--- src/rtl/brk_lock_pkg.sv ---
package brk_lock_pkg;

    localparam int REG_W  = 32;
    localparam int N_SRC  = 5;
    localparam int N_FLAG = 2;

    // lock bit positions, software visible
    localparam int SRC_LOCKUP   = 0;
    localparam int SRC_PAR_MAIN = 1;
    localparam int SRC_SUPPLY   = 2;
    localparam int SRC_ECC      = 3;
    localparam int SRC_PAR_BKP  = 4;

    // flag bit positions, software visible
    localparam int FLG_BKP_POS  = 7;
    localparam int FLG_MAIN_POS = 8;

    // index of each flag inside the flag vector
    localparam int FLG_IDX_BKP  = 0;
    localparam int FLG_IDX_MAIN = 1;

    typedef logic [N_SRC-1:0]  src_vec_t;
    typedef logic [N_FLAG-1:0] flg_vec_t;
    typedef logic [REG_W-1:0]  word_t;

    typedef struct packed {
        logic lockup;
        logic par_main;
        logic supply;
        logic ecc2;
        logic par_bkp;
    } fault_t;

    function automatic src_vec_t fault_to_vec(input fault_t f);
        src_vec_t v;
        v               = '0;
        v[SRC_LOCKUP]   = f.lockup;
        v[SRC_PAR_MAIN] = f.par_main;
        v[SRC_SUPPLY]   = f.supply;
        v[SRC_ECC]      = f.ecc2;
        v[SRC_PAR_BKP]  = f.par_bkp;
        return v;
    endfunction

    function automatic word_t compose_word(input src_vec_t locks, input flg_vec_t flags);
        word_t w;
        w               = '0;
        w[N_SRC-1:0]    = locks;
        w[FLG_BKP_POS]  = flags[FLG_IDX_BKP];
        w[FLG_MAIN_POS] = flags[FLG_IDX_MAIN];
        return w;
    endfunction

endpackage

--- src/rtl/brk_lock_bits.sv ---
module brk_lock_bits #(
    parameter int N = 5
) (
    input  logic         clk,
    input  logic         rst,
    input  logic [N-1:0] set_req,
    output logic [N-1:0] lock_q
);

    for (genvar i = 0; i < N; i++) begin : g_lock
        always_ff @(posedge clk) begin
            if (rst) begin
                lock_q[i] <= 1'b0;
            end else if (set_req[i]) begin
                lock_q[i] <= 1'b1;
            end
        end
    end

endmodule

--- src/rtl/brk_err_flags.sv ---
module brk_err_flags #(
    parameter int N = 2
) (
    input  logic         clk,
    input  logic         rst,
    input  logic [N-1:0] hw_set,
    input  logic [N-1:0] sw_clr,
    output logic [N-1:0] flag_q
);

    for (genvar i = 0; i < N; i++) begin : g_flag
        always_ff @(posedge clk) begin
            if (rst) begin
                flag_q[i] <= 1'b0;
            end else if (hw_set[i]) begin
                flag_q[i] <= 1'b1;
            end else if (sw_clr[i]) begin
                flag_q[i] <= 1'b0;
            end
        end
    end

endmodule

--- src/rtl/brk_gate.sv ---
module brk_gate #(
    parameter int N = 5
) (
    input  logic         clk,
    input  logic         rst,
    input  logic [N-1:0] fault,
    input  logic [N-1:0] lock,
    output logic         brk_q
);

    logic [N-1:0] armed;

    always_comb begin
        armed = fault & lock;
    end

    always_ff @(posedge clk) begin
        if (rst) begin
            brk_q <= 1'b0;
        end else begin
            brk_q <= |armed;
        end
    end

endmodule

--- src/rtl/brk_lock_reg.sv ---
module brk_lock_reg
    import brk_lock_pkg::*;
(
    input  logic             clk,
    input  logic             rst,
    input  logic             wr_en,
    input  logic [REG_W-1:0] wr_data,
    output logic [REG_W-1:0] rd_data,
    input  logic             flt_lockup,
    input  logic             flt_par_main,
    input  logic             flt_supply,
    input  logic             flt_ecc2,
    input  logic             flt_par_bkp,
    output logic             brk_out,
    output logic             pvd_cfg_lock
);

    fault_t   faults;
    src_vec_t fault_vec;
    src_vec_t lock_set;
    src_vec_t lock_q;
    flg_vec_t flag_set;
    flg_vec_t flag_clr;
    flg_vec_t flag_q;

    always_comb begin
        faults.lockup   = flt_lockup;
        faults.par_main = flt_par_main;
        faults.supply   = flt_supply;
        faults.ecc2     = flt_ecc2;
        faults.par_bkp  = flt_par_bkp;
        fault_vec       = fault_to_vec(faults);

        lock_set = wr_data[N_SRC-1:0] & {N_SRC{wr_en}};

        flag_set               = '0;
        flag_set[FLG_IDX_BKP]  = flt_par_bkp;
        flag_set[FLG_IDX_MAIN] = flt_par_main;

        flag_clr               = '0;
        flag_clr[FLG_IDX_BKP]  = wr_en & wr_data[FLG_BKP_POS];
        flag_clr[FLG_IDX_MAIN] = wr_en & wr_data[FLG_MAIN_POS];
    end

    brk_lock_bits #(.N(N_SRC)) u_locks (
        .clk     (clk),
        .rst     (rst),
        .set_req (lock_set),
        .lock_q  (lock_q)
    );

    brk_err_flags #(.N(N_FLAG)) u_flags (
        .clk    (clk),
        .rst    (rst),
        .hw_set (flag_set),
        .sw_clr (flag_clr),
        .flag_q (flag_q)
    );

    brk_gate #(.N(N_SRC)) u_gate (
        .clk   (clk),
        .rst   (rst),
        .fault (fault_vec),
        .lock  (lock_q),
        .brk_q (brk_out)
    );

    always_comb begin
        rd_data      = compose_word(lock_q, flag_q);
        pvd_cfg_lock = lock_q[SRC_SUPPLY];
    end

endmodule

--- config.mk ---
export PLATFORM = sky130hd
export DESIGN_NAME = brk_lock_reg
export DESIGN_NICKNAME = d
export VERILOG_FILES = /design/src/rtl/brk_lock_pkg.sv /design/src/rtl/brk_lock_bits.sv /design/src/rtl/brk_err_flags.sv /design/src/rtl/brk_gate.sv /design/src/rtl/brk_lock_reg.sv
export SDC_FILE = /design/constraint.sdc
export NUM_CORES = 1
export LEC_CHECK = 0
export BUFFER_PORTS_ARGS = -buffer_cell sky130_fd_sc_hd__buf_2
export CAP_MARGIN = 0
export CORE_MARGIN = 4
export CORE_UTILIZATION = 24
export DETAILED_ROUTE_END_ITERATION = 8
export PLACE_DENSITY = 0.77
export REMOVE_ABC_BUFFERS = 1
export SLEW_MARGIN = 0
export SYNTH_ARGS = -nofsm -noshare
export SYNTH_HDL_FRONTEND = slang
export SYNTH_SLANG_ARGS = --single-unit
--- constraint.sdc ---
create_clock -name clk -period 0.8 [get_ports clk]
set_input_delay 0.12 -clock clk [delete_from_list [all_inputs] [get_ports clk]]
set_output_delay 0.12 -clock clk [all_outputs]
set_load 0.02 [all_outputs]
==> summary.txt, run 1 <==
STA
  • Hold WS: 0.106 ns
  • Setup Skew: 0.00136 ns
  • Final setup fails: 8
  • Fin worst setup slack: -0.108 ns
  • Slew Viols, Final: 0
  • Tmin final: 0.908 ns
  • RSZ-0062 raised after global routing: true
  • Crit share post-route: 113%
  • Achievable Freq: 1100 MHz
  • Final hold vios: 0

Setup path
  • Crit path cell chain: buf_6 > buf_6
  • Setup CP Type: flop to output port
  • Reg2reg path depth: 2
  • CP arrival: 0.79 ns
  • Reg2Reg Launch Point: u_locks.lock_q[1]
  • CP dominant cell by count: buf_6
  • Critical-path top delay cell: dfxtp_2
  • Reg-to-reg slack, setup: -0.09 ns
  • CP required: 0.68 ns
  • Worst-path maximum fanout: 2
  • CP max stage delay: 0.32 ns
  • Reg2reg end: u_gate.brk_q
  • CP Launch Type: flop
  • CP endpoint kind: output port

Layout
  • Most frequent cells in the layout: 25 x conb_1, 14 x buf_2, 12 x buf_6, 8 x dfxtp_2
  • Ant. Diodes: 0
  • P&R area growth vs syn: 41.3%
  • Layout Utilization: 36.9%
  • Filler cell count: 186
  • Fin nets: 124
  • Share of layout cells above drive strength 1: 52.4%
  • Multi-input logic area: 199 sq um
  • Commonest non-fill, non-tap cell in the layout: conb_1
  • Sequential cell area: 170 sq um

Synthesis
  • Main combinational cell family by area after synthesis: buffers and inverters
  • Mux cell area share after synthesis: 0%
  • Top-area cell type share of the netlist area: 42.4%
  • Synth unique cells: 9
  • Top post-synthesis cells by area: buf_4 42%, dfxtp_1 35%, a21oi_1 6.5%
  • Cells after Synth: 52
  • Post-synthesis compound-gate area fraction: 17.9%
  • Post-Syn Area: 460 sq um
  • Yosys Warn Count: 0
  • #FFs+latches synth: 8
  • Xor/xnor share of the synthesized area: 0%
  • Synth Area in Adders: 0%
  • Post-Synth Simple-Gate Area: 4.08%
  • Syn_area_per_cell: 8.85 sq um
  • Register area share after synthesis: 34.8%
  • Yosys top cell by area: buf_4

Die
  • Total Die Area: 2680 sq um
  • Cell Rows: 15
  • I/O pins: 74
  • Die Y: 51.8 um
  • Area of the core: 1760 sq um
  • Initial core utilization: 26.1%
  • Die width: 51.8 um

Clock network
  • Clock Path Buffers: 2
  • Total CTS buffers: 3
  • H-tree Lvls: 1
  • Hold buffers post-CTS: 0
  • Clock transition at path regs: 0.05 ns
  • Root buf cell: clkbuf_4
  • Worst-skew pair later-pin latency: 0.24 ns
  • TritonCTS clock tree: built
  • CTS sink count: 8

Global routing
  • Largest net degree at the start of global routing: 9
  • Gr usage total: 6.91%
  • Gr ovfl total: 0
  • First-pass GRT wire length: 1350 um
  • Initial antenna violation count: 0
  • Vias in the first global route: 326

Routing
  • Pre-Repair DR Iteration Count: 4
  • DRC Markers: 0
  • Drt total wl: 1000 um
  • Vias/cell: 3.45
  • Via count: 369
  • Iteration-0 DRC Markers: 5
  • WL per Instance: 9.36 um
  • Final ANT Viol Nets: 0

Min path
  • Worst hold path depth: 3
  • Hold Crit Class: input port to flop
  • Critical hold path startpoint: wr_data[2]
  • Endpoint, Worst Hold: u_locks.lock_q[2]

Power
  • Sw Pwr: 0.347 mW
  • Clock Power Share: 26.8%
  • P_leak: 0.340 nW
  • Seq pwr share: 41.7%
  • Comb power frac: 31.5%
  • Power Density: 1670 nW/um^2
  • Sw Ratio: 31.9%
  • VDD IR max: 647 uV
  • Int Pwr: 0.742 mW

Run status
  • Failing checks: negative setup slack
  • Outcome: complete, but fails checks

Place
  • Final GP Congestion: 0.687
  • Port Buf Inserts: 23
  • Post-detail-place hpwl: 822 um

Job
  • Max Cap Violations: 0
stage by stage:
step           TNS, ns  area [sq um]  total power [mW]  setup slack (ns)  std cells
3_3_place_gp    -0.110           532             0.728            -0.110        102
4_1_cts         -0.557           638              1.08            -0.115        106
6_report        -0.505           651              1.09            -0.108        107
5_1_grt         -0.857           651              1.15            -0.140        107
2_1_floorplan   -0.112           355             0.632            -0.112         50
3_5_place_dp    -0.116           532             0.732            -0.116        102
critical path, delay by kind of cell, from the launching register on:
family	cells	cell delay, ns
DFF	1	0.32
buffers and inverters	2	0.23
timing repair:
| item | 4_1_cts | 5_1_grt |
|---|---|---|
| setup buffers | 1 | 1 |
| gates resized for setup | 28 | 2 |
| setup endpoints to repair | 10 | 10 |
| pin swaps | 2 | 0 |
layout make-up:
cell class / count / area share [%]
sequential: 8 / 26.2
clock buffer: 3 / 3.46
timing repair buffer: 29 / 35.0
tap: 25 / 4.81
multi-input combinational: 42 / 30.6
flip-flops by register name, summed over array words and instances, names as in the netlist:
signal,count
u_gate.brk_q,1
u_locks.lock_q,5
u_flags.flag_q,2
cells by family after synthesis:
group | count (synthesis)
buffers and inverters | 26
and+or+nand+nor | 5
other | 1
DFF | 8
AOI/OAI and AO/OA | 12
synth_stat cells:
cell type,number
a21boi_0,2
a21oi_1,6
a222oi_1,1
a22oi_1,1
buf_4,26
conb_1,1
dfxtp_1,8
nor2_1,5
o21ba_2,2
worst max-delay path by stage:
stage,from,end,slack [ns],depth (start not counted)
after detailed placement,u_locks.lock_q[1],u_gate.brk_q,-0.12,2
after floorplan,u_locks.lock_q[1],u_gate.brk_q,-0.11,2
after CTS,u_locks.lock_q[1],rd_data[1],-0.11,2
final,u_locks.lock_q[1],rd_data[1],-0.11,2
after global routing,u_locks.lock_q[1],rd_data[1],-0.14,2
after global placement,u_locks.lock_q[1],u_gate.brk_q,-0.11,2
metal layers:
layer	wire length, um	vias to the layer above	part of all wire (%)	track usage, %
met3	115	0	11	3.72
met2	604	19	60	12.5
met4	0	0	0	2.62
li1	-	183	-	-
met1	282	167	28	6.46
met5	0	-	0	0
power by group through the flow:
stage | sequential [mW] | combinational [mW] | clock (mW)
floorplan | 0.493 | 0.139 | 0
global placement | 0.449 | 0.278 | 0
detailed placement | 0.451 | 0.281 | 0
CTS | 0.454 | 0.332 | 0.299
global route | 0.458 | 0.365 | 0.329
finish | 0.455 | 0.343 | 0.292
(Power assumes the default switching activity.)
==> run 2: changes to the inputs <==
--- a/config.mk
+++ b/config.mk
@@ -9,6 +9,7 @@
 export CAP_MARGIN = 0
 export CORE_MARGIN = 4
 export CORE_UTILIZATION = 24
+export CTS_BUF_LIST = sky130_fd_sc_hd__clkbuf_16
 export DETAILED_ROUTE_END_ITERATION = 8
 export PLACE_DENSITY = 0.77
 export REMOVE_ABC_BUFFERS = 1
==> run 2 against run 1 <==
The run still ends with negative setup slack left. Design area up 7.9%. Clock skew up 0.0011 ns. Routed wire length grew 3.9%. Register-to-register slack is essentially flat. Non-clock buffer count is the same. Utilization increased by 2.9 points. Hold slack better by 0.013 ns. Flip-flop and latch count did not move. Global-route usage rose by 0.48 points. Power rose by 49%. First-iteration DRC count fell by 80%.
==> summary.txt, run 2 (synthesis gave the netlist of run 1 again) <==
STA
  • Setup Skew: 0.00242 ns
  • Final hold vios: 0
  • Achievable Freq: 1120 MHz
  • Hold WS: 0.119 ns
  • Fin worst setup slack: -0.0940 ns
  • Tmin final: 0.894 ns
  • Crit share post-route: 112%
  • Slew Viols, Final: 0
  • Final setup fails: 8
  • RSZ-0062 raised after global routing: true

Layout
  • Most frequent cells in the layout: 25 x conb_1, 14 x buf_2, 12 x buf_6, 7 x dfxtp_2
  • Commonest non-fill, non-tap cell in the layout: conb_1
  • Fin nets: 124
  • Top flop regs: u_locks.lock_q: 5 flops, u_flags.flag_q: 2 flops, u_gate.brk_q: 1 flops
  • Share of layout cells above drive strength 1: 51.2%
  • Largest register FFs: 5
  • Layout Utilization: 39.8%
  • Ant. Diodes: 0
  • Filler cell count: 178
  • Largest Register: u_locks.lock_q
  • Fin cells: 107
  • P&R area growth vs syn: 52.4%

Setup path
  • CP required: 0.90 ns
  • Worst-path maximum fanout: 2
  • CP endpoint kind: flop
  • CP arrival: 1.00 ns
  • Reg2reg path depth: 2
  • CP Launch Type: flop
  • Setup CP Type: flop to flop

Routing
  • Vias/cell: 3.53
  • Final ANT Viol Nets: 0
  • Pre-Repair DR Iteration Count: 4
  • WL per Instance: 9.73 um
  • Drt total wl: 1040 um
  • Via count: 378
  • DRC Markers: 0
  • Iteration-0 DRC Markers: 1

Global routing
  • Gr ovfl total: 0
  • Met2 usage: 13.3%
  • Initial antenna violation count: 0
  • GRT busiest layer: met2
  • First-pass GRT wire length: 1410 um
  • Met1 Usage GRT: 6.63%
  • Vias in the first global route: 333
  • Gr usage total: 7.39%
  • Met3 GRT Util: 3.72%
  • Largest net degree at the start of global routing: 9

Place
  • Placed Instances: 102
  • Post-detail-place hpwl: 822 um
  • Setup Slack @ Placement: -0.116 ns
  • Port Buf Inserts: 23
  • Final GP Congestion: 0.687

Die
  • Initial core utilization: 26.1%
  • I/O pins: 74
  • Die Y: 51.8 um
  • Area of the core: 1760 sq um
  • Total Die Area: 2680 sq um
  • Die width: 51.8 um
  • Cell Rows: 15

Clock network
  • Root buf cell: clkbuf_16
  • Hold buffers post-CTS: 0
  • TritonCTS clock tree: built
  • Worst-skew pair later-pin latency: 0.23 ns
  • Clock transition at path regs: 0.04 ns
  • Clock Path Buffers: 2
  • Total CTS buffers: 3
  • H-tree Lvls: 1
  • CTS sink count: 8

Power
  • Power Density: 2310 nW/um^2
  • P_leak: 0.362 nW
  • Final Power: 1.62 mW
  • VDD IR max: 955 uV

Run status
  • Outcome: complete, but fails checks
  • Failing checks: negative setup slack

Job
  • Max Cap Violations: 0

Min path
  • Hold Crit Class: input port to flop
  • Worst hold path depth: 3
run 2: stage by stage:
| step | cell area (sq um) | TNS, ns |
|---|---|---|
| after floorplan | 355 | -0.112 |
| after global placement | 532 | -0.110 |
| after detailed placement | 532 | -0.116 |
| after CTS | 679 | -0.421 |
| after global routing | 702 | -0.554 |
| final | 702 | -0.394 |
run 2: cell type report:
type / instances / area [sq um] / area share, %
Tap cell: 25 / 31.3 / 4.46
Multi-Input combinational cell: 42 / 199 / 28.3
Timing Repair Buffer: 29 / 228 / 32.4
Sequential cell: 8 / 169 / 24.1
Clock buffer: 3 / 75.1 / 10.7
run 2: where the power goes:
group	switching, mW	internal [mW]
Combinational	0.206	0.137
Clock	0.179	0.643
Sequential	0.0204	0.436
Total	0.405	1.22
run 2: what timing repair did:
action	in CTS	in global routing
setup endpoints to repair	9	10
setup buffers	1	1
resized for setup	24	5
hold endpoints to repair	0	0
pin swaps	2	0
run 2: final timing paths:
| path | startpoint | end | slack (ns) |
|---|---|---|---|
| setup / recovery | u_locks.lock_q[1] | u_gate.brk_q | -0.09 |
| hold / removal | wr_data[2] | u_locks.lock_q[2] | 0.12 |
| setup reg to reg | u_locks.lock_q[1] | u_gate.brk_q | -0.09 |
| hold reg to reg | u_locks.lock_q[0] | u_locks.lock_q[0] | 0.49 |
run 2: per-layer routing:
| layer | wire [um] | vias to the layer above |
|---|---|---|
| li1 | - | 183 |
| met2 | 630 | 19 |
| met1 | 296 | 176 |
| met4 | 0 | 0 |
| met3 | 114 | 0 |
| met5 | 0 | - |
run 2: worst max-delay path, stage by stage (launching register included):
cell and delay [ns]:
dfxtp_2 0.32, a222oi_1 0.34, a21oi_1 0.11
==> run 3: changes to the inputs <==
--- a/config.mk
+++ b/config.mk
@@ -5,13 +5,14 @@
 export SDC_FILE = /design/constraint.sdc
 export NUM_CORES = 1
 export LEC_CHECK = 0
+export ABC_AREA = 1
 export BUFFER_PORTS_ARGS = -buffer_cell sky130_fd_sc_hd__buf_2
 export CAP_MARGIN = 0
 export CORE_MARGIN = 4
-export CORE_UTILIZATION = 24
+export CORE_UTILIZATION = 29
 export CTS_BUF_LIST = sky130_fd_sc_hd__clkbuf_16
 export DETAILED_ROUTE_END_ITERATION = 8
-export PLACE_DENSITY = 0.77
+export PLACE_DENSITY = 0.86
 export REMOVE_ABC_BUFFERS = 1
 export SLEW_MARGIN = 0
 export SYNTH_ARGS = -nofsm -noshare
==> constraint.sdc (replaced) <==
create_clock -name clk -period 1.1 [get_ports clk]
set_input_delay 0.165 -clock clk [delete_from_list [all_inputs] [get_ports clk]]
set_output_delay 0.165 -clock clk [all_outputs]
set_load 0.02 [all_outputs]
==> run 3 against run 2 <==
Final cell count fell by 6.5%. Utilization fell by 2.1 points. Sequential power fell by 29%. Critical endpoint is now rd_data[1]. Via count fell by 1.6%. Sequential share of layout area rose by 4.1 points. The run now ends clean. Power fell by 31%. Clock power fell by 27%. Area after synthesis rose by 1.4%. Routed wire length fell by 7.0%. Largest cell class is now multi-input gates.
==> summary.txt, run 3 <==
Min path
  • Hold Crit Class: input port to flop

Synthesis
  • Post-synthesis compound-gate area fraction: 7.51%
  • Synth cell count leaders: 26 x buf_4, 9 x nor2_1, 8 x dfxtp_1, 8 x nand2_1, 7 x a21oi_1
  • Most numerous cell in the Yosys netlist: buf_4
  • Yosys top cell by area: buf_4
  • Synth unique cells: 8
  • Post-Synth Simple-Gate Area: 14.7%
  • Register area share after synthesis: 34.3%
  • Cells after Synth: 61
  • Top post-synthesis cells by area: buf_4 42%, dfxtp_1 34%, a21oi_1 7.5%
  • Mux cell area share after synthesis: 0%
  • Post-synth EDFFs: 0
  • Asr flop ratio synth: 0%
  • Top-area cell type share of the netlist area: 41.8%
  • Main combinational cell family by area after synthesis: buffers and inverters
  • Synth Area in Adders: 0%
  • Post-Syn Area: 467 sq um
  • Xor/xnor share of the synthesized area: 0%
  • Syn_area_per_cell: 7.65 sq um
  • Yosys Warn Count: 0
  • Synth Flop Type: dfxtp_1
  • #FFs+latches synth: 8

Routing
  • Final ANT Viol Nets: 0
  • DRC Markers: 0
  • Pre-Repair DR Iteration Count: 4
  • WL per Instance: 9.68 um
  • Iteration-0 DRC Markers: 4
  • Via count: 372
  • Drt total wl: 968 um
  • Vias/cell: 3.72

Clock network
  • H-tree Lvls: 1
  • Worst-skew pair later-pin latency: 0.23 ns
  • CTS sink count: 8
  • Hold buffers post-CTS: 0
  • TritonCTS clock tree: built
  • Clock Path Buffers: 2
  • # Post-CTS Setup Buffers: 0
  • Clock transition at path regs: 0.04 ns
  • Root buf cell: clkbuf_16
  • Total CTS buffers: 3
  • Cts repair resizes: 0

Die
  • Total Die Area: 2320 sq um
  • Initial core utilization: 31.0%
  • Die width: 48.1 um
  • Cell Rows: 14
  • Area of the core: 1510 sq um
  • I/O pins: 74
  • Die Y: 48.1 um

Power
  • Power Density: 1970 nW/um^2
  • Sw Ratio: 26.0%
  • Seq pwr share: 29.0%
  • Clock Power Share: 53.9%
  • VDD IR max: 728 uV
  • Int Pwr: 0.829 mW
  • Comb power frac: 17.0%
  • Sw Pwr: 0.292 mW
  • P_leak: 0.331 nW

Global routing
  • Gr usage total: 8.80%
  • Vias in the first global route: 285
  • First-pass GRT wire length: 1210 um
  • Gr ovfl total: 0
  • Initial antenna violation count: 0
  • Largest net degree at the start of global routing: 9

Layout
  • Filler cell count: 179
  • Most frequent cells in the layout: 25 x conb_1, 23 x buf_2, 9 x nor2_1, 8 x nand2_1, 8 x dfxtp_1
  • Ant. Diodes: 0
  • Largest Register: u_locks.lock_q
  • P&R area growth vs syn: 21.7%
  • Largest register FFs: 5
  • Fin nets: 126
  • Commonest non-fill, non-tap cell in the layout: conb_1
  • Share of layout cells above drive strength 1: 31.0%
  • Top flop regs: u_locks.lock_q: 5 flops, u_flags.flag_q: 2 flops, u_gate.brk_q: 1 flops
  • Fin cells: 100

STA
  • Setup Skew: 0.000320 ns
  • Final setup fails: 0
  • Setup TNS: 0 ns
  • RSZ-0062 raised after global routing: false
  • Slew Viols, Final: 0
  • Crit share post-route: 84.6%
  • Tmin final: 0.931 ns
  • Final hold vios: 0
  • Achievable Freq: 1070 MHz

Place
  • Post-detail-place hpwl: 824 um
  • Port Buf Inserts: 23
  • Placed Instances: 97
  • Final GP Congestion: 0.746

Setup path
  • Worst-path maximum fanout: 3
  • CP max stage delay: 0.35 ns
  • CP Launch Type: flop
  • Setup CP Type: flop to output port
  • CP arrival: 0.77 ns
  • Critical-path top delay cell: dfxtp_1
  • CP required: 0.94 ns
  • Buf+Inv Stages, Crit Path: 1
  • Reg-to-reg slack, setup: 0.38 ns
  • Crit path max-delay family: flip-flops
  • Crit path cell chain: buf_2
  • CP endpoint kind: output port

Run status
  • Outcome: completed

Job
  • Max Cap Violations: 0
==> run 3: cell count changes after synthesis <==
cell / delta
nand2_1: +8
nor2_1: +4
a21boi_0: -2
o21ba_2: -2
a21oi_1: +1
a222oi_1: -1
a22oi_1: -1
clkbuf_1: +1
nand3_1: +1
==> run 3: worst paths after layout <==
path                                     endpoint              start  depth (start not counted)
worst max register to register       u_gate.brk_q  u_locks.lock_q[2]                          4
worst min-delay path            u_flags.flag_q[1]       flt_par_main                          3
worst max-delay path                   rd_data[1]  u_locks.lock_q[1]                          1
worst min register to register  u_locks.lock_q[4]  u_locks.lock_q[4]                          2
==> run 3: cell type report <==
cell class                      count  area, sq um  share of cell area (%)
Multi-Input combinational cell     50          198                    34.8
Sequential cell                     8          160                    28.2
Timing Repair Buffer               23          115                    20.3
Clock buffer                        3         75.1                    13.2
Tap cell                           16         20.0                    3.52
==> run 3: per-layer routing <==
layer  part of all wire [%]  GRT usage, %
met4                   0.72          6.45
met3                     18          7.01
met5                      0             0
met1                     33          7.95
met2                     48          13.2
==> run 3: logic make-up (layout without fill, tap and decap cells) <==
family | count (synthesis) | after routing
buf+inv | 27 | 26
simple gates | 18 | 18
flops | 8 | 8
compound gates | 7 | 7
other cells | 1 | 25
==> run 3: power by group through the flow <==
| stage | Sequential (mW) | Clock (mW) | Combinational [mW] |
|---|---|---|---|
| 3_3_place_gp | 0.328 | 0 | 0.189 |
| 6_report | 0.326 | 0.604 | 0.191 |
| 3_5_place_dp | 0.330 | 0 | 0.190 |
| 2_1_floorplan | 0.359 | 0 | 0.101 |
| 4_1_cts | 0.326 | 0.624 | 0.190 |
| 5_1_grt | 0.328 | 0.635 | 0.214 |
==> run 3: stage by stage <==
step           area [sq um]  util [%]  hold slack [ns]  power, mW  setup slack [ns]
4_1_cts                 568      37.7            0.159       1.14             0.157
3_5_place_dp            493      32.7            0.399      0.520             0.378
3_3_place_gp            493      32.7            0.389      0.517             0.394
6_report                568      37.7            0.163       1.12             0.169
5_1_grt                 568      37.7            0.189       1.18             0.123
2_1_floorplan           358         -            0.237      0.460             0.209
